--- src/rtl/rxq_pkg.sv ---
package rxq_pkg;

  typedef struct packed {
    logic       brk;
    logic       frm;
    logic       par;
    logic [7:0] data;
  } rxEntry_t;

  typedef struct packed {
    logic push;
    logic pop;
    logic flush;
  } qStrobe_t;

  function automatic int trigLevel(logic [1:0] code);
    case (code)
      2'b00:   return 1;
      2'b01:   return 4;
      2'b10:   return 8;
      default: return 14;
    endcase
  endfunction

endpackage

--- src/rtl/rxq_store.sv ---
module rxq_store
  import rxq_pkg::*;
#(
  parameter int DEPTH = 16,
  localparam int PTR_W = $clog2(DEPTH),
  localparam int CNT_W = $clog2(DEPTH + 1)
) (
  input  logic             clk,
  input  logic             rst_n,
  input  qStrobe_t         strb,
  input  rxEntry_t         wrEntry,
  output rxEntry_t         headEntry,
  output logic [CNT_W-1:0] count
);

  rxEntry_t mem [DEPTH];
  logic [PTR_W-1:0] wrPtr, rdPtr;

  function automatic logic [PTR_W-1:0] nextPtr(logic [PTR_W-1:0] p);
    return (p == PTR_W'(DEPTH - 1)) ? '0 : p + PTR_W'(1);
  endfunction

  always_ff @(posedge clk) begin
    if (strb.push) mem[wrPtr] <= wrEntry;
  end

  always_ff @(posedge clk or negedge rst_n) begin
    if (!rst_n) begin
      wrPtr <= '0;
      rdPtr <= '0;
      count <= '0;
    end else if (strb.flush) begin
      wrPtr <= '0;
      rdPtr <= '0;
      count <= '0;
    end else begin
      if (strb.push) wrPtr <= nextPtr(wrPtr);
      if (strb.pop)  rdPtr <= nextPtr(rdPtr);
      case ({strb.push, strb.pop})
        2'b10:   count <= count + CNT_W'(1);
        2'b01:   count <= count - CNT_W'(1);
        default: count <= count;
      endcase
    end
  end

  assign headEntry = mem[rdPtr];


  no_overflow_chk: assert property (@(posedge clk) disable iff (!rst_n)
    count <= CNT_W'(DEPTH));


  no_empty_pop_chk: assert property (@(posedge clk) disable iff (!rst_n)
    strb.pop |-> count != '0);

endmodule

--- src/rtl/rxq_ctrl.sv ---
module rxq_ctrl
  import rxq_pkg::*;
#(
  parameter int DEPTH   = 16,
  parameter int FRAME_W = 4,
  localparam int CNT_W  = $clog2(DEPTH + 1),
  localparam int IDLE_W = FRAME_W + 2
) (
  input  logic               clk,
  input  logic               rst_n,
  input  logic               rxValid,
  input  logic               rxParErr,
  input  logic               rxFrmErr,
  input  logic               rxBreak,
  input  logic               popReq,
  input  logic               lsrRead,
  input  logic               fcrWrite,
  input  logic [7:0]         fcrData,
  input  logic               baudTick,
  input  logic [FRAME_W-1:0] frameBits,
  input  logic               thrEmpty,
  input  logic               txIdle,
  input  logic [CNT_W-1:0]   count,
  input  rxEntry_t           headEntry,
  output qStrobe_t           strb,
  output logic [7:0]         rxByte,
  output logic [7:0]         lineStatus,
  output logic               dataAvailIrq,
  output logic               timeoutIrq,
  output logic               txFlush
);

  logic fifoEn, ovrFlag, errSticky, headHidden, tmoFlag, txFlushQ;
  logic [1:0] trigCode;
  logic [IDLE_W-1:0] idleCnt, idleLimit;
  logic [CNT_W-1:0] capacity, trigCount;
  logic empty, full, flushNow, popOk, pushOk, ovrSet, errIn, enChange;

  always_comb begin
    empty     = (count == '0);
    capacity  = fifoEn ? CNT_W'(DEPTH) : CNT_W'(1);
    full      = (count >= capacity);
    enChange  = fcrWrite && (fcrData[0] != fifoEn);
    flushNow  = enChange || (fcrWrite && fcrData[1]);
    popOk     = popReq && !empty && !flushNow;
    pushOk    = rxValid && !flushNow && (!full || popOk);
    ovrSet    = rxValid && !flushNow && full && !popOk;
    errIn     = rxParErr | rxFrmErr | rxBreak;
    idleLimit = {frameBits, 2'b00};
    trigCount = CNT_W'(trigLevel(trigCode));
  end

  assign strb.push  = pushOk;
  assign strb.pop   = popOk;
  assign strb.flush = flushNow;

  always_ff @(posedge clk or negedge rst_n) begin
    if (!rst_n) begin
      fifoEn     <= 1'b0;
      trigCode   <= 2'b00;
      ovrFlag    <= 1'b0;
      errSticky  <= 1'b0;
      headHidden <= 1'b0;
      tmoFlag    <= 1'b0;
      txFlushQ   <= 1'b0;
      idleCnt    <= '0;
    end else begin
      if (fcrWrite) begin
        fifoEn   <= fcrData[0];
        trigCode <= fcrData[7:6];
      end
      txFlushQ <= enChange || (fcrWrite && fcrData[2]);

      if (ovrSet)       ovrFlag <= 1'b1;
      else if (lsrRead) ovrFlag <= 1'b0;

      if (pushOk && errIn)          errSticky <= 1'b1;
      else if (lsrRead || flushNow) errSticky <= 1'b0;

      if (popOk || flushNow || (pushOk && empty)) headHidden <= 1'b0;
      else if (lsrRead)                           headHidden <= 1'b1;

      if (pushOk || popOk || flushNow || empty || !fifoEn)
        idleCnt <= '0;
      else if (baudTick && !tmoFlag)
        idleCnt <= idleCnt + IDLE_W'(1);

      if (popOk || flushNow || !fifoEn)
        tmoFlag <= 1'b0;
      else if (!empty && !pushOk && baudTick && !tmoFlag &&
               (idleCnt + IDLE_W'(1) == idleLimit))
        tmoFlag <= 1'b1;
    end
  end

  logic showFlags;
  assign showFlags    = !empty && !headHidden;
  assign rxByte       = empty ? 8'h00 : headEntry.data;
  assign lineStatus   = {errSticky, txIdle, thrEmpty,
                         showFlags & headEntry.brk,
                         showFlags & headEntry.frm,
                         showFlags & headEntry.par,
                         ovrFlag, !empty};
  assign dataAvailIrq = fifoEn ? (count >= trigCount) : !empty;
  assign timeoutIrq   = tmoFlag;
  assign txFlush      = txFlushQ;


  ovr_set_chk: assert property (@(posedge clk) disable iff (!rst_n)
    (rxValid && !fcrWrite && !popReq && count == CNT_W'(DEPTH)) |=> (ovrFlag && $stable(count)));


  lsr_clear_chk: assert property (@(posedge clk) disable iff (!rst_n)
    (lsrRead && !rxValid) |=> !ovrFlag);


  tmo_nonempty_chk: assert property (@(posedge clk) disable iff (!rst_n)
    tmoFlag |-> count != '0);


  txflush_chk: assert property (@(posedge clk) disable iff (!rst_n)
    (fcrWrite && fcrData[2]) |=> txFlush);


  single_slot_chk: assert property (@(posedge clk) disable iff (!rst_n)
    !fifoEn |-> count <= CNT_W'(1));

endmodule

--- src/rtl/rxq_top.sv ---
module rxq_top
  import rxq_pkg::*;
#(
  parameter int DEPTH   = 16,
  parameter int FRAME_W = 4,
  localparam int CNT_W  = $clog2(DEPTH + 1)
) (
  input  logic               clk,
  input  logic               rst_n,
  input  logic               rxValid,
  input  logic [7:0]         rxData,
  input  logic               rxParErr,
  input  logic               rxFrmErr,
  input  logic               rxBreak,
  input  logic               popReq,
  input  logic               lsrRead,
  input  logic               fcrWrite,
  input  logic [7:0]         fcrData,
  input  logic               baudTick,
  input  logic [FRAME_W-1:0] frameBits,
  input  logic               thrEmpty,
  input  logic               txIdle,
  output logic [7:0]         rxByte,
  output logic [7:0]         lineStatus,
  output logic               dataAvailIrq,
  output logic               timeoutIrq,
  output logic               txFlush
);

  qStrobe_t strb;
  rxEntry_t wrEntry, headEntry;
  logic [CNT_W-1:0] count;

  assign wrEntry = '{brk: rxBreak, frm: rxFrmErr, par: rxParErr, data: rxData};

  rxq_store #(.DEPTH(DEPTH)) u_store (
    .clk(clk), .rst_n(rst_n), .strb(strb), .wrEntry(wrEntry),
    .headEntry(headEntry), .count(count)
  );

  rxq_ctrl #(.DEPTH(DEPTH), .FRAME_W(FRAME_W)) u_ctrl (
    .clk(clk), .rst_n(rst_n), .rxValid(rxValid), .rxParErr(rxParErr),
    .rxFrmErr(rxFrmErr), .rxBreak(rxBreak), .popReq(popReq),
    .lsrRead(lsrRead), .fcrWrite(fcrWrite), .fcrData(fcrData),
    .baudTick(baudTick), .frameBits(frameBits), .thrEmpty(thrEmpty),
    .txIdle(txIdle), .count(count), .headEntry(headEntry), .strb(strb),
    .rxByte(rxByte), .lineStatus(lineStatus), .dataAvailIrq(dataAvailIrq),
    .timeoutIrq(timeoutIrq), .txFlush(txFlush)
  );

endmodule

--- config.mk ---
export PLATFORM = sky130hd
export DESIGN_NAME = rxq_top
export DESIGN_NICKNAME = d
export VERILOG_FILES = /design/src/rtl/rxq_pkg.sv /design/src/rtl/rxq_store.sv /design/src/rtl/rxq_ctrl.sv /design/src/rtl/rxq_top.sv
export SDC_FILE = /design/constraint.sdc
export NUM_CORES = 1
export LEC_CHECK = 0
export BUFFER_PORTS_ARGS = -buffer_cell sky130_fd_sc_hd__buf_2
export CORE_MARGIN = 3
export CORE_UTILIZATION = 35
export DETAILED_ROUTE_END_ITERATION = 16
export PLACE_DENSITY = 0.6
export SYNTH_ARGS = -nofsm -noshare
export SYNTH_HDL_FRONTEND = slang
export SYNTH_SLANG_ARGS = --single-unit
--- constraint.sdc ---
create_clock -name clk -period 3.1 [get_ports clk]
set_clock_uncertainty 0.2 [all_clocks]
set_input_delay 0.465 -clock clk [delete_from_list [all_inputs] [get_ports clk]]
set_output_delay 0.465 -clock clk [all_outputs]
set_load 0.01 [all_outputs]
==> results.json, run 1 <==
{
  "die_x_um": 163,
  "root_buffer": "clkbuf_16",
  "fmax_mhz": 309,
  "yosysWarnings": 0,
  "ys_types": 49,
  "nNetsFinal": 623,
  "crit_path_frequent_cell": "mux4_2",
  "fp-row-count": 56,
  "start_util_pct": 36.0,
  "die-area_um2": 26500,
  "area_delta_synth_final_pct": 22.0,
  "synth_edf_count": 176,
  "drt_iter0_drc": 320,
  "internal-power_w": 0.00593,
  "endpoint_kind": "output port",
  "io_pins": 51,
  "clk_pin_slew_ns": 0.06,
  "drv_cap": 0,
  "synth_seq_cells": 203,
  "ir_drop_mv": 0.506,
  "first_global_vias": 4892,
  "syn_area_per_cell_um2": 18.0,
  "regArea_um2": 5960,
  "p_seq_share_pct": 39.1,
  "worstSkewPairLatency_ns": 0.50,
  "violations": "negative setup slack",
  "period_share_pct": 104,
  "leakage_nw": 3.64,
  "hold_viol": 0,
  "dpl.hpwl_um": 11100,
  "clkPwrFrac_pct": 30.7,
  "fill_cells": 2114,
  "arrival_ns": 2.57,
  "cp.required_ns": 2.43,
  "grt.total_usage_pct": 14.3,
  "path_class": "reg2out",
  "via_count": 4608,
  "cts_tree": "built",
  "multi_input_area_um2": 2480,
  "antenna_found_initial": 0,
  "finalWorstSetupSlack_ns": -0.138,
  "place_area_um2": 9430,
  "syn_area_um2": 8590,
  "fin_crit_ns": 3.24,
  "combPwrFrac_pct": 30.2,
  "p_per_area_nw_per_um2": 786,
  "first_pass_iters": 4,
  "dr_wl_met3_um": 1390,
  "ant_nets": 0,
  "cpPeakStageDelay_ns": 0.51,
  "core_um2": 23800,
  "finalNonFillerCells": 906,
  "wl_met1_um": 8210,
  "cp-start-kind": "flip-flop",
  "grt_pass1_wl_um": 28500,
  "post-route-cell-area_um2": 10500,
  "cts.path.max_buffers": 3,
  "switchingPower_w": 0.00231,
  "report.final.slew_viol_count": 0,
  "port_buffers": 43,
  "cts_buffers": 22,
  "rsz0062_at_grt": "yes",
  "die_y_um": 163,
  "ys_seq_area_share_pct": 69.4,
  "status": "complete, but fails checks",
  "crit_chain": "buf_12 -> buf_16 -> mux4_2 -> mux4_2 -> nor3b_1 -> buf_2",
  "p_sw_share_pct": 28.1,
  "drcViolationCount": 0,
  "whs_ns": 0.0546,
  "cp_max_fo": 6,
  "setup_tns_ns": -0.911,
  "grt_overflow": 0,
  "grt_max_degree": 49,
  "maxUsedRoutingLayer": "met4",
  "synth_nets": 526,
  "setup_viol": 11,
  "wl_um": 18600,
  "worst_slew_pin_slew_ns": 0.663,
  "cts_num_sinks": 203,
  "final_cell_mix": "edfxtp_1, mux4_2, buf_2, buf_4, nor2_1",
  "slew_headroom_pct": 55.8,
  "viasPerCell": 5.09,
  "wl_met2_um": 8670,
  "placed_cells": 850,
  "drive_gt1_share_pct": 34.1,
  "final_common_cell": "edfxtp_1",
  "crit_slowest_cell": "mux4_2",
  "wl_per_cell_um": 20.5,
  "hp-class": "in2reg",
  "syn-instance-count": 476,
  "async_reset_ff_share_pct": 13.3,
  "synth_ff_type": "edfxtp_1",
  "diodes": 0,
  "power_w": 0.00824,
  "routabilityCongestion": 0.778,
  "htreeDepth": 1
}
-- metal layers --
metal / vias to the layer above / GRT usage (%)
li1: 2064 / -
met1: 2385 / 20.9
met2: 135 / 22.4
met3: 24 / 2.72
met4: 0 / 3.11
met5: - / 0
-- final cells by class --
| type | count | area share, % |
|---|---|---|
| sequential | 203 | 56.9 |
| tap | 319 | 3.81 |
| multi-input combinational | 234 | 23.7 |
| clock buffer | 26 | 5.40 |
| timing repair buffer | 98 | 8.35 |
| inverter | 14 | 0.537 |
| clock inverter | 12 | 1.34 |
-- final timing paths --
| kind | depth (start not counted) | slack [ns] | end | start |
|---|---|---|---|---|
| worst max-delay path | 6 | -0.14 | lineStatus[3] | u_store.rdPtr[0]$_DFFE_PN0P_ |
| worst min-delay path | 2 | 0.05 | u_ctrl.txFlush$_DFF_PN0_ | fcrWrite |
| worst max register to register | 10 | 0.20 | u_store.count[4]$_DFFE_PN0P_ | u_store.count[0]$_DFFE_PN0P_ |
| worst min register to register | 2 | 0.33 | u_ctrl.ovrFlag$_DFFE_PN0P_ | u_ctrl.ovrFlag$_DFFE_PN0P_ |
| max in group asynchronous | 2 | 1.91 | u_store.rdPtr[0]$_DFFE_PN0P_ | rst_n |
| min in group asynchronous | 2 | 0.33 | u_store.rdPtr[2]$_DFFE_PN0P_ | rst_n |
-- power by group through the flow --
stage / logic, W / registers, W / clock network [W]
global placement: 0.00201 / 0.00327 / 0
detailed placement: 0.00204 / 0.00327 / 0
floorplan: 0.00140 / 0.00324 / 0
finish: 0.00249 / 0.00322 / 0.00253
global route: 0.00272 / 0.00324 / 0.00272
CTS: 0.00239 / 0.00322 / 0.00259
-- through the flow --
step                util (%)  setup WS [ns]
finish                  44.0         -0.138
CTS                     43.8         -0.161
floorplan                  -         0.0442
detailed placement      39.6         0.0897
global placement        39.6          0.150
global route            44.0         -0.204
-- logic make-up after synthesis --
logic type	Yosys count	synth area share (%)
buffers and inverters	39	2.30
muxes	59	15.0
xor gates and xnor gates	16	1.63
adders and majority gates	18	2.71
DFF	203	69.4
AOI/OAI and AO/OA	44	3.34
and+or+nand+nor	97	5.58
-- sequential cells by signal, indices dropped and copies added (netlist names), 2 cells and up --
signal / count
u_ctrl.idleCnt: 6
u_store.mem: 176
u_ctrl.trigCode: 2
u_store.wrPtr: 4
u_store.rdPtr: 4
u_store.count: 5
-- worst max-delay path: cells and delay by family, from the launching register on --
kind	cells	cell delay, ns
multiplexers	2	0.99
buffers and inverters	3	0.48
flip-flops	1	0.40
AND/OR/NAND/NOR	1	0.19
-- synth_stat cells, drive strengths merged, types with 7 or more instances --
master | n | share of area [%]
edfxtp | 176 | 62
nor2 | 30 | 1.3
inv | 14 | 0.61
nand2 | 23 | 1.0
o21ai | 15 | 0.92
mux4 | 55 | 15
xnor2 | 8 | 0.82
and2 | 9 | 0.66
buf | 12 | 1.1
nor3 | 7 | 0.41
ha | 17 | 2.5
dfrtp | 27 | 7.9
a21oi | 11 | 0.64
xor2 | 8 | 0.82
clkbuf | 13 | 0.57
-- what timing repair did --
| item | in CTS | in global routing |
|---|---|---|
| setup buffers | 5 | 4 |
| gates cloned | 5 | 0 |
| gates resized for setup | 18 | 14 |
| pin swaps | 0 | 4 |
| setup endpoints to repair | 11 | 52 |
| hold buffers | 6 | 0 |
| hold endpoints to repair | 32 | 0 |
No activity file was read; power rests on OpenSTA's default activity.
==> inputs of run 2 (changes only) <==
Settings changed: CORE_UTILIZATION 35 to 33, PLACE_DENSITY 0.6 to 0.57.
==> run 2 against run 1 <==
The run still ends with negative setup slack left. Clock-buffer cell count stayed put. Wire length is 0.89% higher. Worst setup slack better by 0.063 ns. Core utilization is 2.5 points lower. Clock power is 4% higher. Non-clock buffer count is 1 lower. Via count is 2.3% lower. Sequential share of layout area is 0.28 points lower. Critical path depth stayed put. Critical endpoint is now lineStatus[2].
==> results.json, run 2 (same netlist as run 1, synthesis figures left out) <==
{
  "internal-power_w": 0.00602,
  "diodes": 0,
  "ant_nets": 0,
  "violations": "negative setup slack",
  "worstSkewPairLatency_ns": 0.51,
  "status": "complete, but fails checks",
  "slew_headroom_pct": 58.2,
  "grt_overflow": 0,
  "use_met2_pct": 21.4,
  "wl_um": 18800,
  "top_regs": "u_store.mem x176, u_ctrl.idleCnt x6, u_store.count x5",
  "first_pass_iters": 5,
  "start_util_pct": 33.8,
  "io_pins": 51,
  "combPwrFrac_pct": 29.7,
  "cp.required_ns": 2.43,
  "antenna_found_initial": 0,
  "p_seq_share_pct": 38.7,
  "area_delta_synth_final_pct": 22.7,
  "cts.path.max_buffers": 3,
  "top_usage_layer": "met2",
  "final_common_cell": "edfxtp_1",
  "placed_cells": 862,
  "reg2reg_depth": 9,
  "root_buffer": "clkbuf_16",
  "final_cell_mix": "edfxtp_1, mux4_2, buf_2, buf_4, nor2_1",
  "pre_cts_ws_ns": 0.147,
  "drv_cap": 0,
  "largest_reg_flops": 176,
  "cts_buffers": 22,
  "cp-start-kind": "flip-flop",
  "die_y_um": 167,
  "p_sw_share_pct": 27.5,
  "period_share_pct": 102,
  "drcViolationCount": 0,
  "die_x_um": 167,
  "fin_util_pct": 41.5,
  "met3_usage_pct": 2.38,
  "routabilityCongestion": 0.728,
  "wl_per_cell_um": 20.5,
  "regMostFlops": "u_store.mem",
  "r2r-end": "u_store.mem[0][8]$_DFFE_PP_",
  "fp-row-count": 58,
  "finalNonFillerCells": 917,
  "min_path_cells": 2,
  "grt_use_met1_pct": 18.7,
  "grt.total_usage_pct": 13.2,
  "hold_viol": 0,
  "setup_tns_ns": -0.547,
  "endpoint_kind": "output port",
  "nNetsFinal": 622,
  "fin_crit_ns": 3.17,
  "dpl.hpwl_um": 11400,
  "leakage_nw": 3.67,
  "cp_max_fo": 8,
  "grt_max_degree": 49,
  "p_per_area_nw_per_um2": 789,
  "drt_iter0_drc": 336,
  "core_um2": 25400,
  "report.final.slew_viol_count": 0,
  "arrival_ns": 2.51,
  "first_global_vias": 4787,
  "hp-class": "in2reg",
  "htreeDepth": 1,
  "cts_num_sinks": 203,
  "r2r-start": "u_store.count[0]$_DFFE_PN0P_",
  "viasPerCell": 4.91,
  "port_buffers": 43,
  "min-delay-start": "fcrWrite",
  "setup_viol": 11,
  "finalWorstSetupSlack_ns": -0.0749,
  "grt_pass1_wl_um": 28700,
  "min_to": "u_ctrl.fifoEn$_DFFE_PN0P_",
  "drive_gt1_share_pct": 34.2,
  "path_class": "reg2out",
  "via_count": 4500,
  "r2r_setup_slack_ns": 0.25,
  "clkPwrFrac_pct": 31.6,
  "cts_tree": "built",
  "worst_slew_pin_slew_ns": 0.626,
  "rsz0062_at_grt": "yes",
  "fmax_mhz": 315,
  "switchingPower_w": 0.00229,
  "clk_pin_slew_ns": 0.06,
  "die-area_um2": 28000,
  "ir_drop_mv": 0.384
}
[run 2: cell types whose count changed in the layout (fill, tap and decap cells not counted), sizes merged]
cell	before	now
clkinv	8	10
clkbuf	26	29
clkinvlp	2	1
bufinv	2	3
buf	92	88
inv	14	13
[run 2: area by class of cell]
cell class | count | area, um2
Fill cell | 2282 | 14900
Sequential cell | 203 | 5960
Multi-Input combinational cell | 234 | 2490
Timing Repair Buffer | 97 | 875
Clock buffer | 26 | 576
Tap cell | 330 | 413
Clock inverter | 13 | 163
Inverter | 14 | 56.3
[run 2: through the flow]
stage / power [W] / hold slack [ns] / cell area, um2
after global placement: 0.00532 / 0.313 / 9490
after CTS: 0.00818 / 0.0374 / 10400
after detailed placement: 0.00536 / 0.324 / 9490
after global routing: 0.00874 / 0.0671 / 10500
final: 0.00831 / 0.0532 / 10500
after floorplan: 0.00464 / -0.0306 / 8600
[run 2: repair_timing]
item                       in CTS  in global routing
setup endpoints to repair      11                 15
cloned                          0                  4
pin swaps                       0                  8
setup buffers                   0                  6
hold buffers                    6                  0
hold endpoints to repair       32                  0
gates resized for setup        15                  7
[run 2: worst max-delay path: stages (launching register included)]
cell	delay, ns
dfrtp_2	0.41
buf_12	0.16
clkbuf_16	0.17
mux4_2	0.51
mux4_2	0.46
nor3b_1	0.15
buf_2	0.15
[run 2: how the worst max path moves through the flow]
| stage | start | to | depth (start not counted) |
|---|---|---|---|
| 6_report | u_store.rdPtr[0]$_DFFE_PN0P_ | lineStatus[2] | 6 |
| 5_1_grt | u_store.rdPtr[0]$_DFFE_PN0P_ | lineStatus[2] | 6 |
| 4_1_cts | u_store.rdPtr[0]$_DFFE_PN0P_ | lineStatus[4] | 5 |
| 3_5_place_dp | u_store.count[0]$_DFFE_PN0P_ | u_store.count[4]$_DFFE_PN0P_ | 10 |
| 3_3_place_gp | u_store.count[0]$_DFFE_PN0P_ | u_store.count[4]$_DFFE_PN0P_ | 10 |
| 2_1_floorplan | u_store.count[0]$_DFFE_PN0P_ | u_store.count[4]$_DFFE_PN0P_ | 11 |
[run 2: layer usage]
| layer | routed length (um) | share of wire [%] |
|---|---|---|
| met1 | 7980 | 43 |
| met2 | 9070 | 48 |
| met3 | 1360 | 7.2 |
| met4 | 372 | 2.0 |
| met5 | 0 | 0 |
[run 2: power by group through the flow]
stage | Combinational (W) | Clock, W | Sequential, W
2_1_floorplan | 0.00140 | 0 | 0.00324
3_3_place_gp | 0.00206 | 0 | 0.00326
3_5_place_dp | 0.00208 | 0 | 0.00327
4_1_cts | 0.00227 | 0.00269 | 0.00321
5_1_grt | 0.00270 | 0.00281 | 0.00323
6_report | 0.00247 | 0.00263 | 0.00321
